`src/rtl/lcdpc_pkg.sv`:
```
package lcdpc_pkg;
  localparam int DIV_W      = 8;
  localparam int NUM_LAYERS = 4;

  typedef enum logic {
    SRC_BASE   = 1'b0,
    SRC_DOUBLE = 1'b1
  } src_sel_e;

  typedef enum int {
    LYR_BASE   = 0,
    LYR_OVL1   = 1,
    LYR_HEO    = 2,
    LYR_CURSOR = 3
  } layer_idx_e;
endpackage

```
`src/rtl/lcdpc_tick.sv`:
```
// Source-cycle enable: every clk2x cycle in double-rate mode, every other
// cycle in base mode. The phase restarts at each pixel period boundary.
module lcdpc_tick
  import lcdpc_pkg::*;
(
  input  logic     clk2x,
  input  logic     rst_n,
  input  src_sel_e src_sel,
  input  logic     restart,
  output logic     tick
);
  logic phase_q;

  assign tick = (src_sel == SRC_DOUBLE) || phase_q;

  always_ff @(posedge clk2x or negedge rst_n) begin
    if (!rst_n)       phase_q <= 1'b0;
    else if (restart) phase_q <= 1'b0;
    else              phase_q <= ~phase_q;
  end
endmodule

```
`src/rtl/lcdpc_div.sv`:
```
// Programmable divider: ratio = div + 2, new settings latched at wrap.
module lcdpc_div
  import lcdpc_pkg::*;
#(
  parameter int W = DIV_W
) (
  input  logic         clk2x,
  input  logic         rst_n,
  input  logic         tick,
  input  logic [W-1:0] cfg_div,
  input  logic         cfg_src_2x,
  input  logic         cfg_pol,
  output logic         pclk,
  output logic         launch,
  output logic         wrap,
  output src_sel_e     src_sel
);
  localparam int CW = W + 1;

  logic [CW-1:0] cnt_q, cnt_nx;
  logic [CW-1:0] ratio_q, ratio_nx;
  logic [CW-1:0] half_nx;
  src_sel_e      src_q, src_nx;
  logic          pclk_q, launch_q;
  logic          pclk_nx, launch_nx;

  always_comb begin
    cnt_nx   = cnt_q;
    ratio_nx = ratio_q;
    src_nx   = src_q;
    wrap     = tick && (cnt_q == ratio_q - CW'(1));
    if (wrap) begin
      cnt_nx   = '0;
      ratio_nx = CW'(cfg_div) + CW'(2);
      src_nx   = cfg_src_2x ? SRC_DOUBLE : SRC_BASE;
    end else if (tick) begin
      cnt_nx = cnt_q + CW'(1);
    end
    half_nx   = ratio_nx >> 1;
    pclk_nx   = (cnt_nx < half_nx);
    launch_nx = tick && (cfg_pol ? (cnt_nx == half_nx) : wrap);
  end

  always_ff @(posedge clk2x or negedge rst_n) begin
    if (!rst_n) begin
      cnt_q    <= CW'(1);
      ratio_q  <= CW'(2);
      src_q    <= SRC_BASE;
      pclk_q   <= 1'b0;
      launch_q <= 1'b0;
    end else begin
      cnt_q    <= cnt_nx;
      ratio_q  <= ratio_nx;
      src_q    <= src_nx;
      pclk_q   <= pclk_nx;
      launch_q <= launch_nx;
    end
  end

  assign pclk    = pclk_q;
  assign launch  = launch_q;
  assign src_sel = src_q;
endmodule

```
`src/rtl/lcdpc_gate.sv`:
```
// Per-layer enable: activity flag, or forced on by the gating-disable bit.
module lcdpc_gate #(
  parameter int N = 4
) (
  input  logic [N-1:0] active,
  input  logic [N-1:0] gate_dis,
  output logic [N-1:0] clk_en
);
  for (genvar i = 0; i < N; i++) begin : g_layer
    assign clk_en[i] = active[i] | gate_dis[i];
  end
endmodule

```
`src/rtl/lcd_pclk_gen.sv`:
```
module lcd_pclk_gen
  import lcdpc_pkg::*;
#(
  parameter int DW = DIV_W,
  parameter int NL = NUM_LAYERS
) (
  input  logic          clk2x,
  input  logic          rst_n,
  input  logic [DW-1:0] cfg_div,
  input  logic          cfg_src_2x,
  input  logic          cfg_pol,
  input  logic [NL-1:0] cfg_gate_dis,
  input  logic          cfg_pwm_sys,
  input  logic [NL-1:0] layer_active,
  output logic          pclk,
  output logic          launch,
  output logic [NL-1:0] layer_clk_en,
  output logic          pwm_clk_sel
);
  logic     tick, wrap;
  src_sel_e src_sel;

  lcdpc_tick u_tick (
    .clk2x   (clk2x),
    .rst_n   (rst_n),
    .src_sel (src_sel),
    .restart (wrap),
    .tick    (tick)
  );

  lcdpc_div #(.W(DW)) u_div (
    .clk2x      (clk2x),
    .rst_n      (rst_n),
    .tick       (tick),
    .cfg_div    (cfg_div),
    .cfg_src_2x (cfg_src_2x),
    .cfg_pol    (cfg_pol),
    .pclk       (pclk),
    .launch     (launch),
    .wrap       (wrap),
    .src_sel    (src_sel)
  );

  lcdpc_gate #(.N(NL)) u_gate (
    .active   (layer_active),
    .gate_dis (cfg_gate_dis),
    .clk_en   (layer_clk_en)
  );

  assign pwm_clk_sel = cfg_pwm_sys;
endmodule

```
`config.mk`:
```
export PLATFORM = sky130hd
export DESIGN_NAME = lcd_pclk_gen
export DESIGN_NICKNAME = d
export VERILOG_FILES = /design/src/rtl/lcdpc_pkg.sv /design/src/rtl/lcdpc_tick.sv /design/src/rtl/lcdpc_div.sv /design/src/rtl/lcdpc_gate.sv /design/src/rtl/lcd_pclk_gen.sv
export SDC_FILE = /design/constraint.sdc
export NUM_CORES = 1
export LEC_CHECK = 0
export ABC_AREA = 1
export BUFFER_PORTS_ARGS = -buffer_cell sky130_fd_sc_hd__buf_2
export CORE_MARGIN = 2
export CORE_UTILIZATION = 50
export DETAILED_ROUTE_END_ITERATION = 7
export GPL_ROUTABILITY_DRIVEN = 0
export GPL_TIMING_DRIVEN = 0
export HOLD_SLACK_MARGIN = 0.1
export PLACE_DENSITY = 0.72
export SETUP_SLACK_MARGIN = 0.05
export SYNTH_ARGS = -nofsm -noshare
export SYNTH_HDL_FRONTEND = slang
export SYNTH_HIERARCHICAL = 1
export SYNTH_SLANG_ARGS = --single-unit
```
`constraint.sdc`:
```
create_clock -name clk2x -period 6.4 [get_ports clk2x]
set_input_delay 1.28 -clock clk2x [delete_from_list [all_inputs] [get_ports clk2x]]
set_output_delay 1.28 -clock clk2x [all_outputs]
set_load 0.02 [all_outputs]
```
==> results of run 1 <==
==> how the worst min path moves through the flow <==
stage	to	cells after the start
after floorplan	u_tick/phase_q$_DFF_PN0_	1
after global placement	u_tick/phase_q$_DFF_PN0_	1
after global routing	u_tick/phase_q$_DFF_PN0_	1
after detailed placement	u_tick/phase_q$_DFF_PN0_	1
final	u_tick/phase_q$_DFF_PN0_	1
after CTS	u_tick/phase_q$_DFF_PN0_	1
==> worst max-delay path: cells and delay by family (launching register included) <==
family | cells | cell delay, ns
buf+inv | 5 | 0.50
simple gates | 9 | 0.83
flops | 1 | 0.58
fa+ha+maj | 2 | 0.53
compound gates | 3 | 0.37
==> synthesized netlist by cell type (all sizes together) <==
cell     n
a21oi    7
buf      4
dfrtp   20
dfstp    2
ha      11
inv     55
nand2   69
nand3   20
nand3b   6
nand4    2
nor2    18
nor3     2
o211ai   1
o21ai   11
o221ai   1
or2      1
xnor2    6
xor2     9
==> through the flow <==
step                      worst slack [ns]  hold slack (ns)   util  total power [mW]  cell area (um^2)
final                                 3.50            0.434  0.584             0.234              1950
after global routing                  3.25            0.468  0.584             0.247              1950
after CTS                             3.51            0.436  0.584             0.239              1950
after detailed placement              3.36            0.420  0.573             0.163              1910
after global placement                3.41            0.415  0.573             0.163              1910
after floorplan                       3.67            0.403      -             0.151              1730
==> cells in the final DEF (no fill, tap or decap), types with 3 or more instances in the layout <==
cell type  count
a21oi_1        6
buf_2         27
clkbuf_4       3
dfrtp_1       20
ha_1          11
inv_1         53
nand2_1       65
nand2_2        4
nand3_1       19
nand3b_1       6
nor2_1        14
nor2_2         4
o21ai_0        3
o21ai_2        6
xnor2_1        6
xor2_1         9
==> state kept, by name, indices dropped and copies added, names as in the netlist <==
register / flops
u_div/cnt_q: 9
u_div/launch: 1
u_div/pclk: 1
u_div/ratio_q: 9
u_div/src_sel: 1
u_tick/phase_q: 1
==> where the power goes <==
| group | switching (mW) | internal, mW | leakage, nW | total [mW] |
|---|---|---|---|---|
| sequential | 0.0000675 | 0.139 | 0.237 | 0.139 |
| clock | 0.0389 | 0.0347 | 0.0210 | 0.0736 |
| combinational | 0.0123 | 0.00883 | 0.910 | 0.0211 |
==> cells by family (layout without fill, tap and decap cells) <==
logic type	after synthesis	count (layout)	synth area share
adder cells (fa/ha/maj)	11	11	0.0798
XOR/XNOR	15	15	0.0761
buffers and inverters	59	89	0.138
flip-flops	22	22	0.321
AND/OR/NAND/NOR	118	118	0.309
AO/OA/AOI/OAI	20	20	0.0769
==> per-layer routing <==
layer,vias up,wire length (um)
met4,0,73
met5,-,0
met1,665,1590
li1,810,-
met2,30,1620
met3,7,88
==> layout make-up <==
cell class,count,area (um^2)
fillers,316,1390
multi-input cells,164,935
flip-flops and latches,22,553
inverters,55,206
repair buffers,26,130
well taps,46,57.6
clock buffers,4,36.3
plain buffers,4,31.3
==> parameters.txt, run 1 <==
Parameter                              Value

Route
  Via count    ~1500
  Residual DRC count    0
  Antenna-violating nets left    0
  Detailed Route WL    3370 um
  DR pass1 iterations    4
  Mean number of vias per cell    between 4 and 5
  Average routed wire per standard cell    ~10 um
  Starting DRC count in detailed routing    32

Floorplan
  Chip height    between 60 and 70 um
  Initial cell density of the core    0.517
  Area inside the core boundary    ~0.0033 mm^2
  Top Ports    28
  Die Area    just under 0.004 mm^2
  Die Wd    about 63 um
  Count of standard-cell rows    21

Global routing
  Maximum number of pins on one net before global-route repair    23
  All-layer global routing usage    0.191
  Routing usage on met2    0.340
  Global-route wire length before repair    slightly above 6000 um
  Met3 layer usage reported by global route    0.0126
  Number of global-route vias before repair    1485
  Highest-utilization routing layer at the global route stage    met2
  Global-route congestion overflow total    0
  Met1 demand-to-capacity share in global routing    0.241
  Number of antenna violations at the first check in global routing    0

Worst setup path
  RR Startpoint    u_div/ratio_q[1]$_DFF_PN1_
  Slowest stage cell, crit path    dfstp_2
  Worst setup path class    flip-flop to flip-flop
  Crit path DAT    a little over 3 ns
  Required time reported for the critical path endpoint    between 6 and 7 ns
  Worst-path fanout max    10
  Critical Path Max Stage Delay    slightly below 0.6 ns
  Number of cells on the worst reg-to-reg path    19
  Startpoint class of the critical path    flip-flop
  Start point of the critical path    u_div/ratio_q[1]$_DFF_PN1_
  Most common cell on crit path    nand2_1
  Endpoint class of the critical path    flip-flop
  Worst reg-to-reg setup slack    3.50 ns
  Cell chain of the critical path    inv_1 -> ha_1 -> inv_1 -> nand2_1 -> nand3_1 -> nand2_1 -> inv_1 -> nand2_1 -> nor2_2 -> nand3_4 -> buf_4 -> o211ai_1 -> inv_1 -> ha_1 -> nand4_1 -> o221ai_1 -> nand2_1 -> nand2_1 -> a21oi_1
  Capturing element of the worst setup path    u_div/pclk$_DFF_PN0_
  RR Endpoint    u_div/pclk$_DFF_PN0_

Synthesis
  Synth warnings    6
  Synthesized flop and latch total    22
  Portion of synthesized cell area occupied by the leading cell type    0.290
  Distinct cell type count of the synthesized netlist    27
  Top post-synthesis cells by area    dfrtp_1 29%, nand2_1 14%, inv_1 12%
  Mean post-synth cell area    7.04 um^2
  Fraction of the yosys area taken by sequential cells    0.321
  Cell type with the highest aggregate area in the netlist    dfrtp_1
  Synthesized netlist cell count    between 200 and 250
  Post-Syn Nets    approximately 280
  Cell area after synthesis    between 0.0015 and 0.002 mm^2

Clocking
  Buffer cell driving the clock tree root    clkbuf_4
  Clock-pin slew reported for the worst setup and hold paths after clock tree synthesis    between 0.1 and 0.15 ns
  TritonCTS clock tree    built
  Clock Latency Late Sink    around 0.30 ns
  Number of hold buffers added after CTS    0
  Postcts setup bufs    0
  Number of sinks handled by clock tree synthesis    22
  Clock buffer count from CTS    3
  CTS H-Tree Depth    1
  Clock Path Buffers    2
  Count of cells resized by post-cts repair    0

Final layout
  Final instance count without filler cells    321
  Total number of nets in the final design    between 300 and 400
  N_diodes    0
  Area growth from synthesis to final layout    13.0%
  Layout cell share with drive strength beyond 1    0.196

Timing
  Hold violation count in the final report    0
  Final-report setup violation count    0
  Relative max-transition margin    0.681
  Final critical delay including setup and external delays    approximately 2.9 ns
  Setup_tns    0 ns
  RSZ-0062 raised after global routing    no
  Achievable frequency    about 340 MHz
  Number of slew-limit violations in the final report    0
  Tightest Pin Transition    0.479 ns
  Final clock skew    between 0.001 and 0.0015 ns
  Fin crit share    0.453

Flow run
  Max-cap violations    0

Power
  Static Leakage    1.17 nW
  Total power per unit cell area    between 100 and 150 mW/mm^2
  Maximum resistive drop on vdd    roughly 130 uV

Min path
  Type of the tightest min-delay check    flip-flop to flip-flop
  HP Start    u_tick/phase_q$_DFF_PN0_

Placed design
  Half-perimeter wire length after detailed placement    about 2700 um
  Cell Count Post-Placement    317
  Port Buffers    26

Run status
  Result of the run    completed
(Power assumes the default switching activity.)
==> run 2: changes to the inputs <==
--- a/config.mk
+++ b/config.mk
@@ -5,7 +5,7 @@
 export SDC_FILE = /design/constraint.sdc
 export NUM_CORES = 1
 export LEC_CHECK = 0
-export ABC_AREA = 1
+export ABC_AREA = 0
 export BUFFER_PORTS_ARGS = -buffer_cell sky130_fd_sc_hd__buf_2
 export CORE_MARGIN = 2
 export CORE_UTILIZATION = 50
@@ -13,7 +13,7 @@
 export GPL_ROUTABILITY_DRIVEN = 0
 export GPL_TIMING_DRIVEN = 0
 export HOLD_SLACK_MARGIN = 0.1
-export PLACE_DENSITY = 0.72
+export PLACE_DENSITY = 0.73
 export SETUP_SLACK_MARGIN = 0.05
 export SYNTH_ARGS = -nofsm -noshare
 export SYNTH_HDL_FRONTEND = slang
==> constraint.sdc (replaced) <==
create_clock -name clk2x -period 3 [get_ports clk2x]
set_input_delay 0.6 -clock clk2x [delete_from_list [all_inputs] [get_ports clk2x]]
set_output_delay 0.6 -clock clk2x [all_outputs]
set_load 0.02 [all_outputs]
==> run 2 against run 1 <==
The run now ends with setup timing left. Sequential power rose by 110%. Power increased by 120%. Global-route usage rose by 4.9 points. Clock power is 140% higher. Design area is 1.3% lower. Largest power group unchanged. Sequential share of layout area is 0.58 points higher. Utilization is 5.6 points higher. Via count down 11%.
==> parameters.txt, run 2 <==
Parameter                              Value

Min path
  Type of the tightest min-delay check    input port to async pin

Power
  Static Leakage    0.914 nW (-22%)
  Maximum resistive drop on vdd    153 uV (+16%)
  Power after layout    515 uW (+120%)
  Total power per unit cell area    268 mW/mm^2 (+120%)

Clocking
  Number of hold buffers added after CTS    0 (unchanged)
  Clock Path Buffers    2 (unchanged)
  Clock Latency Late Sink    0.33 ns (+0.03 ns)
  Buffer cell driving the clock tree root    clkbuf_4
  Clock buffer count from CTS    3 (unchanged)
  CTS H-Tree Depth    1 (unchanged)
  TritonCTS clock tree    built
  Clock-pin slew reported for the worst setup and hold paths after clock tree synthesis    0.13 ns (+0.02 ns)
  Number of sinks handled by clock tree synthesis    22 (unchanged)

Synthesis
  Fraction of registers with async set or reset after synthesis    1.00 (unchanged)
  Cell area after synthesis    0.00154 mm^2 (-11%)
  Synthesized netlist cell count    151 (-38%)
  Synth warnings    6 (unchanged)
  Main flop type after synthesis    dfrtp_1
  Portion of synthesized cell area occupied by the leading cell type    0.325 (+0.0346)
  Commonest cells post-synth    20 x dfrtp_1, 14 x xor2_1, 11 x ha_1, 11 x nor2_1, 10 x xnor2_1
  Fraction of the yosys area taken by sequential cells    0.359 (+0.0382)
  Synthesized flop and latch total    22 (unchanged)
  Mean post-synth cell area    10.2 um^2 (+45%)
  Most instantiated library cell after synthesis    dfrtp_1
  Distinct cell type count of the synthesized netlist    36 (+33%)
  Top post-synthesis cells by area    dfrtp_1 32%, ha_1 8.9%, xor2_1 8.0%
  Post-synth EDFFs    0 (unchanged)
  Cell type with the highest aggregate area in the netlist    dfrtp_1
  Post-Syn Nets    183 (-34%)

Placed design
  Worst setup slack after placement    -0.502 ns (-3.86 ns)
  Half-perimeter wire length after detailed placement    2640 um (-3.4%)
  Port Buffers    26 (unchanged)
  Cell Count Post-Placement    210 (-34%)

Timing
  Final setup margin    -0.252 ns (-3.75 ns)
  Final critical delay including setup and external delays    3.25 ns (+0.350 ns)
  Number of slew-limit violations in the final report    0 (unchanged)
  Final clock skew    0.00251 ns (+0.00116 ns)
  Tightest Pin Transition    0.536 ns (+0.0570 ns)
  Final-report setup violation count    2 (+2)
  Fin crit share    1.08 (+0.631)
  Fin Hold WS    0.234 ns (-0.200 ns)
  Relative max-transition margin    0.643 (-0.0380)
  RSZ-0062 raised after global routing    yes
  Hold violation count in the final report    0 (unchanged)
  Achievable frequency    307 MHz (-11%)

Flow run
  Max-cap violations    0 (unchanged)

Final layout
  Layout cell share with drive strength beyond 1    0.342 (+0.146)
  Area growth from synthesis to final layout    24.8%
  Highest-count cells in the layout ignoring fill and taps    26 x buf_2, 17 x dfrtp_1, 13 x xor2_1
  Sequential cell area    557 um^2 (+0.68%)
  Largest registers    u_div/cnt_q: 9 flops, u_div/ratio_q: 9 flops
  Final instance count without filler cells    223 (-31%)
  Leading cell type in the layout, fill and taps excluded    buf_2
  Number of fill cells    238 (-25%)
  Total number of nets in the final design    223 (-28%)
  Area occupied by multi-input gates    0.00102 mm^2 (+9.1%)
  N_diodes    0 (unchanged)

Route
  Mean number of vias per cell    6.02 (+28%)
  Average routed wire per standard cell    18.4 um (+75%)
  Starting DRC count in detailed routing    66 (+110%)
  Residual DRC count    0 (unchanged)
  Via count    1343 (-11%)
  DR pass1 iterations    4 (unchanged)
  Detailed Route WL    4100 um (+22%)
  Antenna-violating nets left    0 (unchanged)

Global routing
  Global-route congestion overflow total    0 (unchanged)
  All-layer global routing usage    0.240 (+0.0487)
  Number of antenna violations at the first check in global routing    0 (unchanged)
  Maximum number of pins on one net before global-route repair    23 (unchanged)
  Global-route wire length before repair    6080 um (-0.12%)
  Number of global-route vias before repair    1279 (-14%)

Worst setup path
  Cell chain of the critical path    or4_4 -> nor2_4 -> xor2_2 -> mux2i_1 -> nor3_2 -> buf_6 -> mux2i_2 -> ha_1 -> nor2b_1 -> o211ai_1 -> a21oi_1 -> nor3_1 -> o221a_1
  Worst setup path class    flip-flop to flip-flop
  Endpoint class of the critical path    flip-flop
  Slowest stage cell, crit path    or4_4
  Worst-path fanout max    5 (-5)
  Critical Path Max Stage Delay    0.54 ns (-0.04 ns)
  Crit path DAT    3.53 ns (+0.43 ns)
  Startpoint class of the critical path    flip-flop
  Required time reported for the critical path endpoint    3.27 ns (-3.33 ns)

Floorplan
  Area inside the core boundary    0.00300 mm^2 (-10%)
  Initial cell density of the core    0.513 (-0.00373)
  Die Area    0.00354 mm^2 (-10%)
  Die Wd    59.5 um (-5.1%)
  Chip height    59.5 um (-5.1%)
  Count of standard-cell rows    20 (-4.8%)
  Top Ports    28 (unchanged)

Run status
  Result of the run    finished with violations
  Violated checks    setup timing
-- run 2: cell types whose count changed after synthesis, moves of 5 or more --
cell      delta
nand2_1     -59
inv_1       -49
nand3_1     -16
mux2i_1      +9
mux2_1       +8
and3_1       +6
nand3b_1     -6
o21ai_2      -6
xor2_1       +5
-- run 2: kinds of logic after synthesis --
| kind of cell | Yosys count | share of synthesized area |
|---|---|---|
| compound gates | 16 | 0.0763 |
| mux | 17 | 0.117 |
| buf+inv | 9 | 0.0341 |
| xor+xnor | 24 | 0.136 |
| fa+ha+maj | 11 | 0.0893 |
| simple gates | 52 | 0.188 |
| flops | 22 | 0.359 |
-- run 2: report_power, final --
group / internal [mW] / switching [mW]
Clock: 0.0744 / 0.100
Sequential: 0.297 / 0
Combinational: 0.0189 / 0.0250
Total: 0.390 / 0.125
-- run 2: final timing paths --
| check | start | to | slack (ns) | cells past startpoint |
|---|---|---|---|---|
| min | rst_n | u_div/ratio_q[4]$_DFF_PN0_ | 0.23 | 1 |
| min reg2reg | u_tick/phase_q$_DFF_PN0_ | u_tick/phase_q$_DFF_PN0_ | 0.45 | 1 |
| max | u_div/ratio_q[0]$_DFFE_PN0N_ | u_div/pclk$_DFF_PN0_ | -0.25 | 13 |
| max in group asynchronous | rst_n | u_div/ratio_q[0]$_DFFE_PN0N_ | 2.38 | 1 |
| min in group clk2x | u_tick/phase_q$_DFF_PN0_ | u_tick/phase_q$_DFF_PN0_ | 0.45 | 1 |
| max reg2reg | u_div/ratio_q[0]$_DFFE_PN0N_ | u_div/pclk$_DFF_PN0_ | -0.25 | 13 |
-- run 2: what timing repair did --
action / 4_1_cts / 5_1_grt
endpoints found under the setup margin: 2 / 2
setup buffers: 8 / 2
resized for setup: 19 / 5
pin swaps: 4 / 5
cloned: 0 / 0
-- run 2: cell type report --
type                            instances  share of cell area
Sequential cell                        22               0.290
Multi-Input combinational cell        120               0.530
Buffer                                  4              0.0215
Inverter                                4             0.00781
Tap cell                               33              0.0215
Timing Repair Buffer                   36               0.111
Clock buffer                            4              0.0189
-- run 2: through the flow --
stage	area, um^2	util	TNS [ns]
2_1_floorplan	1540	-	0
5_1_grt	1920	0.640	-0.627
3_5_place_dp	1710	0.570	-0.694
3_3_place_gp	1710	0.570	-0.529
4_1_cts	1880	0.628	-0.281
6_report	1920	0.640	-0.408
-- run 2: layer usage --
metal  share of wire  up-vias  track usage
met3           0.054       13       0.0306
met4           0.033        0        0.121
li1                -      617            -
met2            0.49       54        0.388
met5               0        -            0
met1            0.42      659        0.313
-- run 2: critical path: cells and delay by family (launching register included) --
family / cells / cell delay, ns
mux: 2 / 0.36
compound gates: 3 / 0.47
fa+ha+maj: 1 / 0.27
xor+xnor: 1 / 0.20
flops: 1 / 0.47
buf+inv: 1 / 0.18
simple gates: 5 / 1.25
==> run 3: changes to the inputs <==
--- a/config.mk
+++ b/config.mk
@@ -9,6 +9,7 @@
 export BUFFER_PORTS_ARGS = -buffer_cell sky130_fd_sc_hd__buf_2
 export CORE_MARGIN = 2
 export CORE_UTILIZATION = 50
+export CTS_BUF_LIST = sky130_fd_sc_hd__clkbuf_16
 export DETAILED_ROUTE_END_ITERATION = 7
 export GPL_ROUTABILITY_DRIVEN = 0
 export GPL_TIMING_DRIVEN = 0
==> run 3 against run 2 <==
The flow still finishes with violations (setup timing). Design area is 6.8% higher. Clock-buffer cell count is 1 lower. Sequential share of layout area down 1.8 points. Power grew 22%. Via count is 1.7% higher. Register-to-register slack about the same. Clock power rose by 64%. Largest cell class unchanged.
==> parameters.txt, run 3 (synthesis gave the netlist of run 2 again) <==
Parameter                              Value

Power
  Static Leakage    0.961 nW (+5.2%)
  Gate power share    0.071 (-0.014)
  Switching part of the total power    0.215 (-0.0284)
  Total power per unit cell area    306 mW/mm^2 (+14%)
  Power after layout    629 uW (+22%)
  Sequential Power Share    0.472 (-0.104)
  Total internal power    494 uW (+27%)
  Maximum resistive drop on vdd    168 uV (+10%)
  Part of the power in the clock network    0.457 (+0.118)
  Reported net switching power    135 uW (+7.8%)

Clocking
  Clock Latency Late Sink    0.25 ns (-0.08 ns)
  Number of sinks handled by clock tree synthesis    22 (unchanged)
  TritonCTS clock tree    built
  Buffer cell driving the clock tree root    clkbuf_16
  CTS H-Tree Depth    1 (unchanged)
  Clock-pin slew reported for the worst setup and hold paths after clock tree synthesis    0.06 ns (-0.07 ns)
  Clock Path Buffers    2 (unchanged)
  Clock buffer count from CTS    3 (unchanged)

Timing
  Number of slew-limit violations in the final report    0 (unchanged)
  RSZ-0062 raised after global routing    yes
  Final clock skew    0.00384 ns (+0.00133 ns)
  Tightest Pin Transition    0.527 ns (-0.00913 ns)
  Relative max-transition margin    0.649 (+0.00608)
  Achievable frequency    309 MHz (+0.38%)
  Setup_tns    -0.240 ns (+0.168 ns)
  Final critical delay including setup and external delays    3.24 ns (-0.0123 ns)
  Final setup margin    -0.240 ns (+0.0123 ns)
  Fin Hold WS    0.320 ns (+0.0865 ns)
  Fin crit share    1.08 (-0.00410)
  Final-report setup violation count    1 (-1)
  Hold violation count in the final report    0 (unchanged)

Flow run
  Max-cap violations    0 (unchanged)

Route
  Highest metal used    met4
  Routed wl met2    2010 um (+0.15%)
  Residual DRC count    0 (unchanged)
  Starting DRC count in detailed routing    61 (-7.6%)
  Mean number of vias per cell    6.07 (+0.81%)
  Via count    1366 (+1.7%)
  Routed length on met3    232 um (+5.5%)
  Detailed Route WL    4130 um (+0.78%)
  Antenna-violating nets left    0 (unchanged)
  Average routed wire per standard cell    18.4 um (-0.12%)
  DR pass1 iterations    4 (unchanged)
  Wire length the detailed router placed on met1    1790 um (+2.9%)

Worst setup path
  RR Startpoint    u_div/ratio_q[0]$_DFFE_PN0N_
  Slowest stage cell, crit path    dfrtp_2
  Largest delay share family, worst path    compound AO/OA/AOI/OAI gates
  Required time reported for the critical path endpoint    3.19 ns (-0.08 ns)
  Cell chain of the critical path    buf_4 -> nor3_4 -> o211ai_1 -> a2111oi_2 -> o211ai_1 -> nor3_2 -> buf_6 -> mux2i_4 -> ha_4 -> nor2b_4 -> o211ai_1 -> a21oi_1 -> nor3_1 -> o221a_1
  Worst setup path class    flip-flop to flip-flop
  Startpoint class of the critical path    flip-flop
  Endpoint class of the critical path    flip-flop
  Crit path DAT    3.43 ns (-0.10 ns)
  Worst-path fanout max    6 (+1)
  Combined buffer and inverter count along the critical path    2 (+1)
  Most common cell on crit path    o211ai_1
  Critical Path Max Stage Delay    0.42 ns (-0.12 ns)
  Number of cells on the worst reg-to-reg path    14 (+1)
  Worst reg-to-reg setup slack    -0.24 ns (about the same)
  RR Endpoint    u_div/pclk$_DFF_PN0_

Floorplan
  Die Wd    59.5 um (unchanged)
  Count of standard-cell rows    20 (unchanged)
  Die Area    0.00354 mm^2 (unchanged)
  Initial cell density of the core    0.513 (unchanged)
  Area inside the core boundary    0.00300 mm^2 (unchanged)
  Chip height    59.5 um (unchanged)
  Top Ports    28 (unchanged)

Final layout
  Area occupied by multi-input gates    0.00109 mm^2 (+7.4%)
  Sequential cell area    557 um^2 (unchanged)
  Final instance count without filler cells    225 (+0.90%)
  Highest-count cells in the layout ignoring fill and taps    26 x buf_2, 17 x dfrtp_1, 14 x buf_4
  N_diodes    0 (unchanged)
  Number of fill cells    202 (-15%)
  Area growth from synthesis to final layout    33.2%
  Layout cell share with drive strength beyond 1    0.396 (+0.0537)
  Share of the core filled with cells    0.684 (+0.0433)
  Largest registers    u_div/cnt_q: 9 flops, u_div/ratio_q: 9 flops
  Total number of nets in the final design    225 (+0.90%)
  Leading cell type in the layout, fill and taps excluded    buf_2

Run status
  Violated checks    setup timing
  Result of the run    finished with violations

Placed design
  Half-perimeter wire length after detailed placement    2640 um (unchanged)
  Cell Count Post-Placement    210 (unchanged)
  Port Buffers    26 (unchanged)

Min path
  Type of the tightest min-delay check    input port to async pin

Global routing
  Number of antenna violations at the first check in global routing    0 (unchanged)
  Global-route wire length before repair    6430 um (+5.8%)
  Number of global-route vias before repair    1352 (+5.7%)
  Maximum number of pins on one net before global-route repair    23 (unchanged)
  All-layer global routing usage    0.248 (+0.00840)
  Global-route congestion overflow total    0 (unchanged)
## run 3: changes by cell type in the layout (fill, tap and decap cells not counted), moves of 2 or more
cell       before  now
clkbuf_4        3    0
mux2i_1         6    2
nor2_1         10    8
o21ai_1         0    2
ha_4            1    3
o21ai_0         4    2
buf_4           9   14
mux2i_2         3    6
buf_6           5    1
ha_1           10    7
clkbuf_16       0    3
## run 3: through the flow
step	cell area [um^2]	setup slack (ns)
global route	2050	-0.317
CTS	1930	-0.204
detailed placement	1710	-0.502
global placement	1710	-0.436
finish	2050	-0.240
floorplan	1540	0.0528
## run 3: how the worst max path moves through the flow
stage | from | slack (ns) | endpoint | cells past startpoint
6_report | u_div/ratio_q[0]$_DFFE_PN0N_ | -0.24 | u_div/pclk$_DFF_PN0_ | 14
5_1_grt | u_div/ratio_q[0]$_DFFE_PN0N_ | -0.32 | u_div/pclk$_DFF_PN0_ | 13
4_1_cts | u_div/ratio_q[1]$_DFF_PN1_ | -0.20 | u_div/pclk$_DFF_PN0_ | 14
3_5_place_dp | u_tick/phase_q$_DFF_PN0_ | -0.50 | u_div/pclk$_DFF_PN0_ | 14
3_3_place_gp | u_tick/phase_q$_DFF_PN0_ | -0.44 | u_div/pclk$_DFF_PN0_ | 14
2_1_floorplan | u_div/ratio_q[1]$_DFF_PN1_ | 0.05 | u_div/pclk$_DFF_PN0_ | 15
## run 3: final cells by class
class                   instances  share of cell area
flip-flops and latches         22               0.271
multi-input cells             120               0.533
plain buffers                   3              0.0189
well taps                      33              0.0201
clock buffers                   3              0.0366
inverters                       4             0.00731
clock inverters                 1             0.00183
repair buffers                 39               0.111
## run 3: power by group through the flow
stage / registers [mW] / logic [mW] / clock network (mW)
2_1_floorplan: 0.302 / 0.0171 / 0
3_3_place_gp: 0.302 / 0.0420 / 0
3_5_place_dp: 0.302 / 0.0430 / 0
4_1_cts: 0.297 / 0.0438 / 0.290
5_1_grt: 0.297 / 0.0495 / 0.300
6_report: 0.297 / 0.0448 / 0.287
## run 3: worst register-to-register path, cell delays in order (launching register included)
cell	delay, ns
dfrtp_2	0.42
buf_4	0.16
nor3_4	0.19
o211ai_1	0.13
a2111oi_2	0.36
o211ai_1	0.20
nor3_2	0.24
buf_6	0.18
mux2i_4	0.27
ha_4	0.23
nor2b_4	0.12
o211ai_1	0.19
a21oi_1	0.10
nor3_1	0.20
o221a_1	0.21
## run 3: repair_timing
item | CTS | global route
hold buffers | 0 | 0
resized for setup | 19 | 22
endpoints found under the setup margin | 2 | 2
buffers inserted | 9 | 5
pin swaps | 4 | 13
## run 3: routing by layer
layer | vias to the layer above | GRT usage
met5 | - | 0
met4 | 0 | 0.111
met3 | 12 | 0.0415
met2 | 63 | 0.405
met1 | 669 | 0.321
li1 | 622 | -
